===== src/rtl/boot_ldr_pkg.sv =====
package boot_ldr_pkg;
  localparam int FIELD_BYTES = 4;                 // bytes per header field
  localparam int FIELD_W     = 8 * FIELD_BYTES;
  localparam int WORD_BYTES  = 4;                 // bytes per write word
  localparam int WORD_W      = 8 * WORD_BYTES;
  localparam int LANE_W      = $clog2(WORD_BYTES);

  typedef enum logic [2:0] {
    ST_COUNT,   // collecting the byte count field
    ST_DEST,    // collecting the destination field
    ST_LOAD,    // payload bytes
    ST_PAD,     // alignment padding after a short section
    ST_END      // terminator seen
  } ldr_state_e;
endpackage


===== src/rtl/boot_ldr_ctrl.sv =====
module boot_ldr_ctrl
  import boot_ldr_pkg::*;
#(
  parameter int ADDR_W = 32,
  parameter int CNT_W  = FIELD_W
) (
  input  logic              clk,
  input  logic              rst_n,
  input  logic              gph_mode,
  input  logic              in_valid,
  input  logic [7:0]        in_data,
  input  logic              wr_stall,
  output logic              in_ready,
  output logic              done,
  output logic [ADDR_W-1:0] entry_addr,
  output logic              byte_v,
  output logic [7:0]        byte_d,
  output logic [LANE_W-1:0] byte_lane,
  output logic              word_end,
  output logic [ADDR_W-1:0] word_addr
);
  localparam int IDX_W = $clog2(FIELD_BYTES);
  localparam logic [IDX_W-1:0]  IDX_LAST  = IDX_W'(FIELD_BYTES - 1);
  localparam logic [LANE_W-1:0] LANE_LAST = LANE_W'(WORD_BYTES - 1);

  ldr_state_e         state_q, state_d;
  logic [IDX_W-1:0]   idx_q, idx_d;
  logic [FIELD_W-9:0] shift_q, shift_d;
  logic [CNT_W-1:0]   cnt_q, cnt_d;
  logic [ADDR_W-1:0]  off_q, off_d;
  logic [ADDR_W-1:0]  base_q, base_d;
  logic [ADDR_W-1:0]  entry_q, entry_d;
  logic               seen_q, seen_d;

  logic               take;
  logic [FIELD_W-1:0] field_full;
  logic               field_last;
  logic               sec_last;

  assign in_ready   = !wr_stall && (state_q != ST_END);
  assign take       = in_valid && in_ready;
  assign field_full = {shift_q, in_data};
  assign field_last = (idx_q == IDX_LAST);
  assign sec_last   = (cnt_q == CNT_W'(1));

  // next-state process
  always_comb begin
    state_d = state_q;
    idx_d   = idx_q;
    shift_d = shift_q;
    cnt_d   = cnt_q;
    off_d   = off_q;
    base_d  = base_q;
    entry_d = entry_q;
    seen_d  = seen_q;
    unique case (state_q)
      ST_COUNT: begin
        shift_d = field_full[FIELD_W-9:0];
        idx_d   = idx_q + 1'b1;
        if (field_last) begin
          if (field_full == '0) state_d = ST_END;
          else begin
            cnt_d   = field_full[CNT_W-1:0];
            state_d = ST_DEST;
          end
        end
      end
      ST_DEST: begin
        shift_d = field_full[FIELD_W-9:0];
        idx_d   = idx_q + 1'b1;
        if (field_last) begin
          base_d  = field_full[ADDR_W-1:0];
          off_d   = '0;
          seen_d  = 1'b1;
          if (gph_mode || !seen_q) entry_d = field_full[ADDR_W-1:0];
          state_d = ST_LOAD;
        end
      end
      ST_LOAD: begin
        off_d = off_q + 1'b1;
        cnt_d = cnt_q - 1'b1;
        if (sec_last)
          state_d = (off_q[LANE_W-1:0] == LANE_LAST) ? ST_COUNT : ST_PAD;
      end
      ST_PAD: begin
        off_d = off_q + 1'b1;
        if (off_q[LANE_W-1:0] == LANE_LAST) state_d = ST_COUNT;
      end
      default: ;
    endcase
  end

  // register process, enabled only by an accepted byte
  always_ff @(posedge clk or negedge rst_n) begin
    if (!rst_n) begin
      state_q <= ST_COUNT;
      idx_q   <= '0;
      shift_q <= '0;
      cnt_q   <= '0;
      off_q   <= '0;
      base_q  <= '0;
      entry_q <= '0;
      seen_q  <= 1'b0;
    end else if (take) begin
      state_q <= state_d;
      idx_q   <= idx_d;
      shift_q <= shift_d;
      cnt_q   <= cnt_d;
      off_q   <= off_d;
      base_q  <= base_d;
      entry_q <= entry_d;
      seen_q  <= seen_d;
    end
  end

  assign done       = (state_q == ST_END);
  assign entry_addr = entry_q;
  assign byte_v     = take && (state_q == ST_LOAD);
  assign byte_d     = in_data;
  assign byte_lane  = off_q[LANE_W-1:0];
  assign word_end   = byte_v && ((off_q[LANE_W-1:0] == LANE_LAST) || sec_last);
  assign word_addr  = base_q + {off_q[ADDR_W-1:LANE_W], {LANE_W{1'b0}}};

  // completion is sticky
  a_r8_done_sticky: assert property (@(posedge clk) disable iff (!rst_n)
    done |=> done);
endmodule


===== src/rtl/boot_ldr_pack.sv =====
module boot_ldr_pack
  import boot_ldr_pkg::*;
#(
  parameter int ADDR_W = 32
) (
  input  logic              clk,
  input  logic              rst_n,
  input  logic              byte_v,
  input  logic [7:0]        byte_d,
  input  logic [LANE_W-1:0] byte_lane,
  input  logic              word_end,
  input  logic [ADDR_W-1:0] word_addr,
  input  logic              wr_stall,
  output logic              wr_valid,
  output logic [ADDR_W-1:0] wr_addr,
  output logic [WORD_W-1:0] wr_data,
  output logic [WORD_BYTES-1:0] wr_be
);
  logic [WORD_W-1:0]     acc_q, acc_d, acc_ins;
  logic [WORD_BYTES-1:0] be_q, be_d, be_ins;
  logic                  vld_q, vld_d;
  logic [ADDR_W-1:0]     addr_q, addr_d;
  logic [WORD_W-1:0]     data_q, data_d;
  logic [WORD_BYTES-1:0] obe_q, obe_d;
  logic                  acc_en, out_en;

  // lane 0 is the lowest-addressed byte and lands in the top bits
  for (genvar g = 0; g < WORD_BYTES; g++) begin : g_lane
    localparam int HI = WORD_W - 1 - 8 * g;
    logic hit;
    assign hit = byte_v && (byte_lane == LANE_W'(g));
    assign acc_ins[HI -: 8] = hit ? byte_d : acc_q[HI -: 8];
    assign be_ins[WORD_BYTES-1-g] = hit | be_q[WORD_BYTES-1-g];
  end

  assign acc_en = byte_v;
  assign out_en = word_end || !wr_stall;

  always_comb begin
    acc_d  = word_end ? '0 : acc_ins;
    be_d   = word_end ? '0 : be_ins;
    vld_d  = word_end;
    addr_d = word_end ? word_addr : addr_q;
    data_d = word_end ? acc_ins   : data_q;
    obe_d  = word_end ? be_ins    : obe_q;
  end

  always_ff @(posedge clk or negedge rst_n) begin
    if (!rst_n) begin
      acc_q <= '0;
      be_q  <= '0;
    end else if (acc_en) begin
      acc_q <= acc_d;
      be_q  <= be_d;
    end
  end

  always_ff @(posedge clk or negedge rst_n) begin
    if (!rst_n) begin
      vld_q  <= 1'b0;
      addr_q <= '0;
      data_q <= '0;
      obe_q  <= '0;
    end else if (out_en) begin
      vld_q  <= vld_d;
      addr_q <= addr_d;
      data_q <= data_d;
      obe_q  <= obe_d;
    end
  end

  assign wr_valid = vld_q;
  assign wr_addr  = addr_q;
  assign wr_data  = data_q;
  assign wr_be    = obe_q;

  // no payload byte arrives while the port is stalled
  a_r7_no_byte_in_stall: assert property (@(posedge clk) disable iff (!rst_n)
    byte_v |-> !wr_stall);

  // a stalled write is held unchanged
  a_r6_hold_while_stalled: assert property (@(posedge clk) disable iff (!rst_n)
    (wr_valid && wr_stall) |=> (wr_valid && $stable(wr_addr) && $stable(wr_data) && $stable(wr_be)));
endmodule


===== src/rtl/boot_ldr_top.sv =====
module boot_ldr_top
  import boot_ldr_pkg::*;
#(
  parameter int ADDR_W = 32
) (
  input  logic              clk,
  input  logic              rst_n,
  input  logic              gph_mode,
  input  logic              in_valid,
  input  logic [7:0]        in_data,
  output logic              in_ready,
  output logic              wr_valid,
  output logic [ADDR_W-1:0] wr_addr,
  output logic [WORD_W-1:0] wr_data,
  output logic [WORD_BYTES-1:0] wr_be,
  input  logic              wr_stall,
  output logic              done,
  output logic [ADDR_W-1:0] entry_addr
);
  logic [1:0] rst_sync_q;
  logic       rst_int_n;

  always_ff @(posedge clk or negedge rst_n) begin
    if (!rst_n) rst_sync_q <= 2'b00;
    else        rst_sync_q <= {rst_sync_q[0], 1'b1};
  end
  assign rst_int_n = rst_sync_q[1];

  logic              byte_v;
  logic [7:0]        byte_d;
  logic [LANE_W-1:0] byte_lane;
  logic              word_end;
  logic [ADDR_W-1:0] word_addr;

  boot_ldr_ctrl #(.ADDR_W(ADDR_W)) i_ctrl (
    .clk        (clk),
    .rst_n      (rst_int_n),
    .gph_mode   (gph_mode),
    .in_valid   (in_valid),
    .in_data    (in_data),
    .wr_stall   (wr_stall),
    .in_ready   (in_ready),
    .done       (done),
    .entry_addr (entry_addr),
    .byte_v     (byte_v),
    .byte_d     (byte_d),
    .byte_lane  (byte_lane),
    .word_end   (word_end),
    .word_addr  (word_addr)
  );

  boot_ldr_pack #(.ADDR_W(ADDR_W)) i_pack (
    .clk       (clk),
    .rst_n     (rst_int_n),
    .byte_v    (byte_v),
    .byte_d    (byte_d),
    .byte_lane (byte_lane),
    .word_end  (word_end),
    .word_addr (word_addr),
    .wr_stall  (wr_stall),
    .wr_valid  (wr_valid),
    .wr_addr   (wr_addr),
    .wr_data   (wr_data),
    .wr_be     (wr_be)
  );

  // enables are a leading run starting at the top byte
  a_r4_be_leading: assert property (@(posedge clk) disable iff (!rst_int_n)
    wr_valid |-> (wr_be == 4'b1000 || wr_be == 4'b1100 || wr_be == 4'b1110 || wr_be == 4'b1111));

  // nothing is written once the terminator has been seen
  a_r8_no_write_after_done: assert property (@(posedge clk) disable iff (!rst_int_n)
    done |-> !wr_valid);
endmodule


===== config.mk =====
export PLATFORM = sky130hd
export DESIGN_NAME = boot_ldr_top
export DESIGN_NICKNAME = d
export VERILOG_FILES = /design/src/rtl/boot_ldr_pkg.sv /design/src/rtl/boot_ldr_ctrl.sv /design/src/rtl/boot_ldr_pack.sv /design/src/rtl/boot_ldr_top.sv
export SDC_FILE = /design/constraint.sdc
export NUM_CORES = 1
export LEC_CHECK = 0
export ABC_CLOCK_PERIOD_IN_PS = 17300
export CORE_ASPECT_RATIO = 2
export CORE_MARGIN = 2
export CORE_UTILIZATION = 65
export CTS_BUF_LIST = sky130_fd_sc_hd__clkbuf_2
export CTS_CLUSTER_DIAMETER = 100
export DETAILED_ROUTE_END_ITERATION = 8
export PLACE_DENSITY = 0.87
export REMOVE_ABC_BUFFERS = 1
export SLEW_MARGIN = 20
export SYNTH_ARGS = -nofsm -noshare
export SYNTH_HDL_FRONTEND = slang
export SYNTH_HIERARCHICAL = 1
export SYNTH_SLANG_ARGS = --single-unit

===== constraint.sdc =====
create_clock -name clk -period 17.3 [get_ports clk]
set_clock_uncertainty 0.1 [all_clocks]
set_input_delay 3.46 -clock clk [delete_from_list [all_inputs] [get_ports clk]]
set_output_delay 3.46 -clock clk [all_outputs]
set_load 0.01 [all_outputs]

==> flow_summary.toml <==
[worst_setup_path]
rr_endpoint = "i_pack/acc_q[29]"
crit_path_top_delay_cell = "clkdlybuf4s50_1"
crit_chain = "clkdlybuf4s50_1 -> nor2_1 -> clkdlybuf4s50_1"
critPathLaunchType = "primary input"
path_common_cell = "clkdlybuf4s50_1"
cp_slowest_stage_delay_ns = 0.56
crit_end = "in_ready"
crit_type = "in -> out"
rrSetupSlack_ns = 12.49
crit_path_end_kind = "primary output"
critical_path_required_ns = 13.74
crit_fanout = 4
crit_path_start = "wr_stall"
timing.rr.start = "i_ctrl/state_q[1]"
reg2regPathDepth = 8
worstPathArrival_ns = 4.74

[hold_path]
hp-class = "reg -> reg"

[synthesis]
syn-instance-count = 1414
ys_types = 77
avgSynthCellArea_um2 = 9.66
synth_top_area_share = 0.486
synthArstFlopShare = 1.00
ys_seq_elements = 265
ys_seq_area_frac = 0.486
synth_area_leaders = "dfrtp_1 49%, mux2_2 7.4%, nand2_1 5.8%, a21oi_1 3.6%, ha_1 3.0%"
synth-edff-count = 0
ys_warn_count = 6
yosys.area.top_type = "dfrtp_1"
syn_area_um2 = 13700
synth_flop_cell = "dfrtp_1"

[place]
dpl.hpwl_um = 24100
gp_congestion = 0.965
io_buffers = 115

[sta]
fmax_ghz = 0.121
finalHoldViolCount = 0
worstMarginPinSlew_ns = 1.04
rsz0062_at_grt = "no"
hold-worst-slack_ns = 0.263
slew_violations = 0
fin_crit_ns = 8.30
relSlewSlack = 0.306
period_share = 0.480
setup_violations = 0
final.setup.tns_ns = 0

[clocking]
postCtsHoldBufs = 0
clock_path_buffers = 3
cts_buffers = 55
htreeDepth = 2
clk_latency_ns = 0.85
postCtsResizedCells = 0
clk_pin_slew_ns = 0.11
cts-root-buf = "clkbuf_2"
cts.sinks = 265
cts_setup_buffers = 0
cts_tree = "yes"

[status]
status = "completed"

[floorplan]
die_x_um = 106
die_height_um = 209
die_area_um2 = 22300
core-area_um2 = 20800
start_util = 0.655
rows = 75
boundaryPins = 116

[pwr]
switching_share = 0.351
p_int_uw = 1070
p_per_area_nw_per_um2 = 108
pwr-share-seq = 0.505
p_leak_uw = 0.00731
peakVddDrop_mv = 0.0975
clock_power_share = 0.222
p_sw_uw = 579
power_frac_comb = 0.273

[final_layout]
drive_above_1_share = 0.136
final_core_util = 0.734
multiInputGateArea_um2 = 6380
layout.area.seq_um2 = 6640
synthToLayoutAreaGrowth_pct = 12.0
fill_cells = 1489
layout.nets = 1552

[routing]
antenna_left = 0
drcViolationCount = 0
wire_per_inst_um = 19.1
drt_iter0_drc = 737
vias_per_cell = 6.27
routed_wl_um = 34600
via_count = 11400
first_pass_iters = 7

[grt]
grt_first_pass_wirelength_um = 56600
grt_usage = 0.318
grt_start_max_net_pins = 104
antenna_found_initial = 1
overflow = 0
grt_pass1_vias = 11600

[flow_run]
cap_violations = 0
[state kept, by name (all words and copies together), names as in the netlist]
register and flops:
i_pack/be_q 4, i_ctrl/seen_q 1, rst_sync_q 2, i_ctrl/idx_q 2
i_pack/wr_data 32, i_ctrl/entry_addr 32, i_pack/wr_be 4, i_pack/wr_valid 1
i_ctrl/cnt_q 32, i_ctrl/shift_q 24, i_ctrl/base_q 32, i_ctrl/state_q 3
i_pack/acc_q 32, i_ctrl/off_q 32, i_pack/wr_addr 32
[area by class of cell]
class                      count  area share
clock buffer                  74      0.0242
tap                          269      0.0220
antenna                        1    0.000164
multi-input combinational   1006       0.418
inverter                      47      0.0115
timing repair buffer         130      0.0839
sequential                   265       0.434
clock inverter                19     0.00663
[power groups by stage]
stage	clock, uW	combinational [uW]	sequential, uW
after floorplan	0	260	841
after global placement	0	427	834
after detailed placement	0	448	839
after CTS	376	449	828
after global routing	403	499	844
final	366	450	832
[metrics by stage]
step	cell area (um^2)	worst slack, ns	std cells	power [uW]
after floorplan	13200	1.04	1318	1100
after CTS	15300	9.03	1810	1650
after global routing	15300	8.96	1811	1750
after detailed placement	14800	9.04	1717	1290
after global placement	14800	9.04	1715	1260
final	15300	9.00	1811	1650
[logic make-up after synthesis]
group                      count (synthesis)  synth area share
muxes                                     93            0.0764
buffers and inverters                    143            0.0492
xor gates and xnor gates                  42            0.0269
DFF                                      265             0.486
AOI/OAI and AO/OA                        366             0.169
adders and majority gates                 34            0.0317
and+or+nand+nor                          470             0.161
other                                      1          0.000275
[critical path: cells and delay by family]
| family | cells | cell delay, ns |
|---|---|---|
| simple gates | 1 | 0.17 |
| buf+inv | 2 | 1.10 |
[synthesized netlist by cell type (all sizes together), types with 9 or more instances]
| library cell | n |
|---|---|
| a21oi | 100 |
| a22oi | 42 |
| a31oi | 28 |
| and2 | 9 |
| and3 | 15 |
| buf | 46 |
| clkbuf | 50 |
| dfrtp | 265 |
| ha | 33 |
| inv | 46 |
| mux2 | 90 |
| nand2 | 212 |
| nand3 | 15 |
| nand4 | 13 |
| nor2 | 107 |
| nor3 | 28 |
| nor4 | 18 |
| o21a | 9 |
| o21ai | 73 |
| o22ai | 37 |
| or2 | 10 |
| or3 | 12 |
| xnor2 | 24 |
| xor2 | 18 |
[worst min-delay path by stage]
stage,slack [ns],from,end,depth (start not counted)
2_1_floorplan,0.23,rst_sync_q[0],rst_sync_q[1],0
3_3_place_gp,0.24,rst_sync_q[0],rst_sync_q[1],0
3_5_place_dp,0.24,rst_sync_q[0],rst_sync_q[1],0
4_1_cts,0.27,rst_sync_q[0],rst_sync_q[1],0
5_1_grt,0.29,rst_sync_q[0],rst_sync_q[1],0
6_report,0.26,rst_sync_q[0],rst_sync_q[1],0
[cell usage in the layout (no fill, tap or decap), types with 4 or more instances in the layout]
master,count
o31ai_1,5
o21ai_0,71
o2bb2ai_1,8
nand4_1,13
nor3_1,27
o21bai_1,7
inv_1,46
o311ai_0,4
and4_1,5
o211ai_1,4
xor2_1,18
o22ai_1,37
and2_1,8
a221oi_1,4
o21a_1,9
a211oi_1,6
o22a_1,6
or3_1,12
clkbuf_2,74
nor2_1,104
nor3b_1,4
or2_2,8
nand2_1,212
dfrtp_1,264
clkinv_1,16
mux2_2,90
nor4_1,16
and3_1,15
or4_1,4
ha_1,33
a21oi_1,97
clkdlybuf4s50_1,115
nand3_1,15
a21o_1,7
buf_4,12
a22oi_1,42
nand3b_1,4
nand2b_1,6
a31oi_1,28
xnor2_1,24
[per-layer routing]
layer,wire length (um),global-route usage
met1,12300,0.355
met2,18400,0.558
met3,1890,0.0465
met4,2040,0.203
met5,0,0
Note: power is estimated with default switching activity, not from simulation.
